### config.mk
export PLATFORM = sky130hd
export DESIGN_NAME = sys_stack
export DESIGN_NICKNAME = d
export VERILOG_FILES = /design/src/rtl/sstk_pkg.sv /design/src/rtl/stk_cell.sv /design/src/rtl/stk_trail.sv /design/src/rtl/sys_stack.sv
export SDC_FILE = /design/constraint.sdc
export NUM_CORES = 1
export LEC_CHECK = 0
export BUFFER_PORTS_ARGS = -buffer_cell sky130_fd_sc_hd__buf_2
export CAP_MARGIN = 20
export CORE_UTILIZATION = 25
export DETAILED_ROUTE_END_ITERATION = 6
export SLEW_MARGIN = 0
export SYNTH_ARGS = -nofsm -noshare
export SYNTH_HDL_FRONTEND = slang
export SYNTH_SLANG_ARGS = --single-unit
export TNS_END_PERCENT = 20
### constraint.sdc
create_clock -name clk -period 2.7 [get_ports clk]
set_clock_uncertainty 0.15 [all_clocks]
set_input_delay 0.675 -clock clk [delete_from_list [all_inputs] [get_ports clk]]
set_output_delay 0.675 -clock clk [all_outputs]
set_load 0.03 [all_outputs]
### src/rtl/sstk_pkg.sv
package sstk_pkg;

    // Direction held by every cell of the chain.
    typedef enum logic [1:0] {
        DIR_INC    = 2'd0,
        DIR_SWITCH = 2'd1,
        DIR_DEC    = 2'd2
    } dir_e;

    // Phase seen by the controller at the head of the chain.
    typedef enum logic {
        PH_GROW   = 1'b0,
        PH_SHRINK = 1'b1
    } phase_e;

endpackage

### src/rtl/stk_cell.sv
// One cell of the chain. Symbol layout: [W+1] valid, [W] bottom marker, [W-1:0] data.
module stk_cell
    import sstk_pkg::*;
#(
    parameter int W = 8
) (
    input  logic         clk,
    input  logic         rst_n,
    input  logic         arrive_i,   // turn-around wave reaches this cell now
    input  logic [W+1:0] feed_i,     // symbol handed over from the left
    input  logic [W+1:0] right_i,    // head slot of the right neighbour
    output dir_e         dir_o,
    output logic [W+1:0] head_o,
    output logic [W+1:0] xfer_o,     // hand-off register toward the right
    output logic         spill_o     // a stored symbol is pushed out of this cell
);

    typedef enum logic [1:0] {
        ACT_HOLD  = 2'd0,
        ACT_PUSH  = 2'd1,
        ACT_TURN  = 2'd2,
        ACT_DRAIN = 2'd3
    } act_e;

    dir_e         dir_q, dir_d;
    act_e         act;
    logic [W+1:0] slot0_q, slot1_q, hand_q;

    always_comb begin
        dir_d = dir_q;
        act   = ACT_HOLD;
        unique case (dir_q)
            DIR_INC: begin
                if (arrive_i) begin
                    dir_d = DIR_SWITCH;
                    act   = ACT_TURN;
                end else if (feed_i[W+1]) begin
                    act   = ACT_PUSH;
                end
            end
            DIR_SWITCH: begin
                dir_d = DIR_DEC;
                act   = ACT_DRAIN;
            end
            DIR_DEC: begin
                act   = ACT_DRAIN;
            end
            default: begin
                dir_d = DIR_INC;
            end
        endcase
    end

    always_ff @(posedge clk or negedge rst_n) begin
        if (!rst_n) begin
            dir_q <= DIR_INC;
        end else begin
            dir_q <= dir_d;
        end
    end

    always_ff @(posedge clk or negedge rst_n) begin
        if (!rst_n) begin
            slot0_q <= '0;
            slot1_q <= '0;
            hand_q  <= '0;
        end else begin
            unique case (act)
                ACT_PUSH: begin
                    slot0_q <= feed_i;
                    slot1_q <= slot0_q;
                    hand_q  <= slot1_q;
                end
                ACT_TURN: begin
                    slot0_q <= slot1_q;
                    slot1_q <= '0;
                    hand_q  <= '0;
                end
                ACT_DRAIN: begin
                    slot0_q <= right_i;
                    slot1_q <= '0;
                    hand_q  <= '0;
                end
                default: begin
                    hand_q  <= '0;
                end
            endcase
        end
    end

    assign dir_o   = dir_q;
    assign head_o  = slot0_q;
    assign xfer_o  = hand_q;
    assign spill_o = (act == ACT_PUSH) && slot1_q[W+1];

endmodule

### src/rtl/stk_trail.sv
// History track: popped symbols march right one stage per clock.
module stk_trail #(
    parameter int W     = 8,
    parameter int DEPTH = 4
) (
    input  logic         clk,
    input  logic         rst_n,
    input  logic         in_vld,
    input  logic [W-1:0] in_dat,
    output logic         out_vld,
    output logic [W-1:0] out_dat
);

    logic         vld_q [DEPTH];
    logic [W-1:0] dat_q [DEPTH];

    for (genvar k = 0; k < DEPTH; k++) begin : g_stage
        logic         src_vld;
        logic [W-1:0] src_dat;
        if (k == 0) begin : g_first
            assign src_vld = in_vld;
            assign src_dat = in_dat;
        end else begin : g_next
            assign src_vld = vld_q[k-1];
            assign src_dat = dat_q[k-1];
        end
        always_ff @(posedge clk or negedge rst_n) begin
            if (!rst_n) begin
                vld_q[k] <= 1'b0;
                dat_q[k] <= '0;
            end else begin
                vld_q[k] <= src_vld;
                dat_q[k] <= src_vld ? src_dat : '0;
            end
        end
    end

    assign out_vld = vld_q[DEPTH-1];
    assign out_dat = dat_q[DEPTH-1];

endmodule

### src/rtl/sys_stack.sv
module sys_stack
    import sstk_pkg::*;
#(
    parameter int SYM_W = 8,
    parameter int CELLS = 4
) (
    input  logic             clk,
    input  logic             rst_n,
    input  logic             op_push,
    input  logic [SYM_W-1:0] push_data,
    output logic [SYM_W-1:0] pop_data,
    output logic             pop_valid,
    output logic             pop_bottom,
    output logic [SYM_W-1:0] hist_data,
    output logic             hist_valid,
    output logic             empty,
    output logic             error
);

    localparam int SW  = SYM_W + 2;
    localparam int VLD = SW - 1;
    localparam int BOT = SW - 2;

    phase_e        phase_q, phase_d;
    dir_e          dir   [CELLS];
    logic [SW-1:0] head  [CELLS];
    logic [SW-1:0] xfer  [CELLS];
    logic          spill [CELLS];

    logic pop_now, pop_hit, err_set;

    assign pop_now = !op_push;
    assign pop_hit = pop_now && head[0][VLD];

    for (genvar k = 0; k < CELLS; k++) begin : g_cell
        logic          arrive;
        logic [SW-1:0] feed, right;
        if (k == 0) begin : g_origin
            assign arrive = pop_now && (phase_q == PH_GROW);
            assign feed   = op_push ? {1'b1, ~head[0][VLD], push_data} : '0;
        end else begin : g_inner
            assign arrive = (dir[k-1] == DIR_SWITCH);
            assign feed   = xfer[k-1];
        end
        if (k == CELLS - 1) begin : g_end
            assign right = '0;
        end else begin : g_link
            assign right = head[k+1];
        end
        stk_cell #(.W(SYM_W)) u_cell (
            .clk      (clk),
            .rst_n    (rst_n),
            .arrive_i (arrive),
            .feed_i   (feed),
            .right_i  (right),
            .dir_o    (dir[k]),
            .head_o   (head[k]),
            .xfer_o   (xfer[k]),
            .spill_o  (spill[k])
        );
    end

    stk_trail #(.W(SYM_W), .DEPTH(CELLS)) u_trail (
        .clk     (clk),
        .rst_n   (rst_n),
        .in_vld  (pop_hit),
        .in_dat  (head[0][SYM_W-1:0]),
        .out_vld (hist_valid),
        .out_dat (hist_data)
    );

    // Controller phase
    always_comb begin
        phase_d = phase_q;
        unique case (phase_q)
            PH_GROW:   if (pop_now) phase_d = PH_SHRINK;
            PH_SHRINK: phase_d = PH_SHRINK;
            default:   phase_d = PH_GROW;
        endcase
    end

    always_ff @(posedge clk or negedge rst_n) begin
        if (!rst_n) begin
            phase_q <= PH_GROW;
        end else begin
            phase_q <= phase_d;
        end
    end

    assign err_set = (pop_now && !head[0][VLD])
                   || (op_push && (phase_q == PH_SHRINK))
                   || spill[CELLS-1];

    // Registered outputs
    always_ff @(posedge clk or negedge rst_n) begin
        if (!rst_n) begin
            pop_data   <= '0;
            pop_valid  <= 1'b0;
            pop_bottom <= 1'b0;
            error      <= 1'b0;
        end else begin
            pop_data   <= pop_hit ? head[0][SYM_W-1:0] : '0;
            pop_valid  <= pop_hit;
            pop_bottom <= pop_hit && head[0][BOT];
            error      <= error || err_set;
        end
    end

    assign empty = !head[0][VLD];

endmodule

==> reports/results.ini <==
[clock_tree]
hold_buffers=0
cts_made_buffers=17
clk_latency_ns=0.42
post_cts_buffers=0
post_cts_resized=0
cts_tree=done
clockBufferDepth=2
h-tree-depth=4
cts.sinks=157
cts.clk_slew.worst_paths_ns=0.06
root_buffer=clkbuf_16

[yosys]
yosysMostFrequentCell=dfrtp_1
synth_cell_type_count=41
postSynthCellCount=471
synth_flop_cell=dfrtp_1
synth_area_per_cell_um2=13.38
synth_edf_count=0
synth.top_cell.area_share_pct=62.35
yosysTopAreaCell=dfrtp_1
synth-async-reset-ratio_pct=100.0
synth_warnings=0
ys_seq_area_share_pct=62.35
syn_nets=502
ys_top_cells_by_area=dfrtp_1 62%, and2_1 6.3%, a22o_1 5.6%
synthTopCellsByCount=157 x dfrtp_1, 63 x and2_1, 40 x a22o_1
synth-seq-cells=157
synthesis.area_um2=6301

[critical_path]
path_class=reg2reg
reg2reg_depth=5
critPathMaxFanout=9
critPathLaunchType=flop
cp.required_ns=2.88
arrival_ns=2.30
r2r-end=g_cell[0].u_cell.head_o[0]
r2r-start=g_cell[0].u_cell.dir_o[0]
r2r_slack_ns=0.59
cp-end-kind=flop

[route]
drc=0
wl_per_cell_um=14.60
via_per_inst=4.528
wl_mm=12.50
first_iter_violations=422
dr.pass1.iters=7
final_antenna_net_count=0
vias=3876

[layout]
area.growth.synth_to_final_pct=20.45
n_antenna_cell=0
num-fill-cells=2464
nNetsFinal=550
fin_area_um2=7590
final_layout_size_suffix_gt1_share_pct=18.61

[sta]
slew_headroom_pct=50.18
finalCritPeriodShare_pct=78.23
setup_viol_count_final=0
tightest_slew_ns=0.7458
fin_tns_setup_ns=0
rsz0062_at_grt=no
report.final.slew_viol_count=0
hold_viol=0
max_freq_mhz=473.4
whs_ns=0.04315
finalCriticalPeriod_ns=2.112
setup_ws_ns=0.5877

[floorplanning]
num_rows=57
ioPinCount=32
core_area_um2=24530
die_h_um=160.8
dieArea_um2=25840
dieWidth_um=160.8
initial_core_util_pct=25.68

[global_routing]
grt_max_degree=49
grt_pass1_vias=4035
gr-total-overflow=0
antenna_found_initial=0
grt_pass1_wl_mm=21.13
grt_use_total_pct=10.32

[status]
status=finished clean

[placement]
placed_area_um2=6925
dpl.hpwl_mm=8.565
preCtsSetupSlack_ns=0.5909
gp_congestion=0.7576
portBuffers=31

[power_and_ir_drop]
peakVddDrop_v=0.0005429
switchingPower_uw=2944
p_int_uw=5519
clockPowerShare_pct=31.4
comb_power_share_pct=33.2
power_density_nw_per_um2=1115
power_frac_seq_pct=35.4
p_leak_uw=0.003647
netSwitchingFraction_pct=34.79

[hold_path]
hold_class=in2async

[flow_run]
maxCapViolCount=0

## per-layer routing
metal  GRT usage, %  part of all wire (%)  vias up
met3          2.273                   3.6       11
met4          3.473                   1.2        0
li1               -                     -     1790
met2          15.76                    48       71
met1          14.45                    47     2004
met5              0                     0        -
## stage by stage
stage / std cells / utilization, % / total power [uW]
3_5_place_dp: 824 / 28.23 / 5857
3_3_place_gp: 824 / 28.23 / 5802
4_1_cts: 856 / 30.94 / 8549
2_1_floorplan: 471 / - / 5077
5_1_grt: 856 / 30.94 / 8983
6_report: 856 / 30.94 / 8463
## layout make-up
class,instances,area (um^2),area share (%)
sequential,157,3929,51.76
multi-input combinational,272,2191,28.87
clock buffer,19,452.9,5.968
tap,324,405.4,5.341
timing repair buffer,48,314.1,4.138
clock inverter,13,211.5,2.786
inverter,23,86.33,1.137
## sequential cells by signal, indices dropped and copies added (netlist names)
signal                   count
u_trail.out_dat              8
g_cell.u_cell.xfer_o        30
u_trail.out_vld              1
g_cell.u_cell.dir_o          8
pop_bottom                   1
u_trail.g_stage.src_dat     24
phase_q                      1
u_trail.g_stage.src_vld      3
g_cell.u_cell.slot1_q       40
g_cell.u_cell.head_o        40
error                        1
## cell usage in the layout, fill, tap and decap left out, types with 2 or more instances in the layout
master and n:
a21o_1 2, a22o_1 40, and2_1 63, a221o_1 2
mux4_2 9, clkbuf_16 17, ha_1 20, o21ai_0 18
buf_4 15, a22oi_1 9, a222oi_1 9, buf_2 30
a2bb2oi_1 10, buf_12 2, clkinvlp_4 4, inv_1 23
bufinv_16 5, dfrtp_1 157, nand2b_1 4, a21oi_1 15
clkbuf_8 2, nor2_1 5, o21a_1 4, mux2i_1 9
nand2_1 20, o21bai_1 2, nor3_1 3, a221oi_1 10
inv_6 2, nor2b_1 2
## power by group through the flow
stage	clock network [uW]	registers [uW]	logic, uW
after floorplan	0	3040	2030
after global placement	0	3040	2770
after detailed placement	0	3040	2820
after CTS	2710	3000	2840
after global routing	2810	3050	3130
final	2660	2990	2810
## critical path, cell delays in order, from the launching register on
cell,delay (ns)
dfrtp_1,0.37
inv_1,0.09
ha_1,0.40
nor2b_1,0.62
a221oi_1,0.21
a2bb2oi_1,0.18
## cells by family (layout without fill, tap and decap cells)
kind of cell	after synthesis	count (layout)	share of synthesized area, %
flip-flops	157	157	62.35
AND/OR/NAND/NOR	108	108	10.58
buffers and inverters	42	103	2.879
adder cells (fa/ha/maj)	20	20	3.971
multiplexers	19	19	4.825
AO/OA/AOI/OAI	125	125	15.39
## worst max path at each step
stage	end	startpoint	cells after the start	slack, ns
CTS	g_cell[0].u_cell.head_o[3]	g_cell[0].u_cell.dir_o[0]	5	0.58
finish	g_cell[0].u_cell.head_o[0]	g_cell[0].u_cell.dir_o[0]	5	0.59
detailed placement	g_cell[0].u_cell.head_o[9]	g_cell[0].u_cell.dir_o[0]	5	0.59
floorplan	g_cell[2].u_cell.head_o[0]	g_cell[2].u_cell.dir_o[0]	6	0.77
global route	g_cell[0].u_cell.head_o[0]	g_cell[0].u_cell.dir_o[0]	5	0.40
global placement	g_cell[0].u_cell.head_o[9]	g_cell[0].u_cell.dir_o[0]	5	0.63
(Power assumes the default switching activity.)
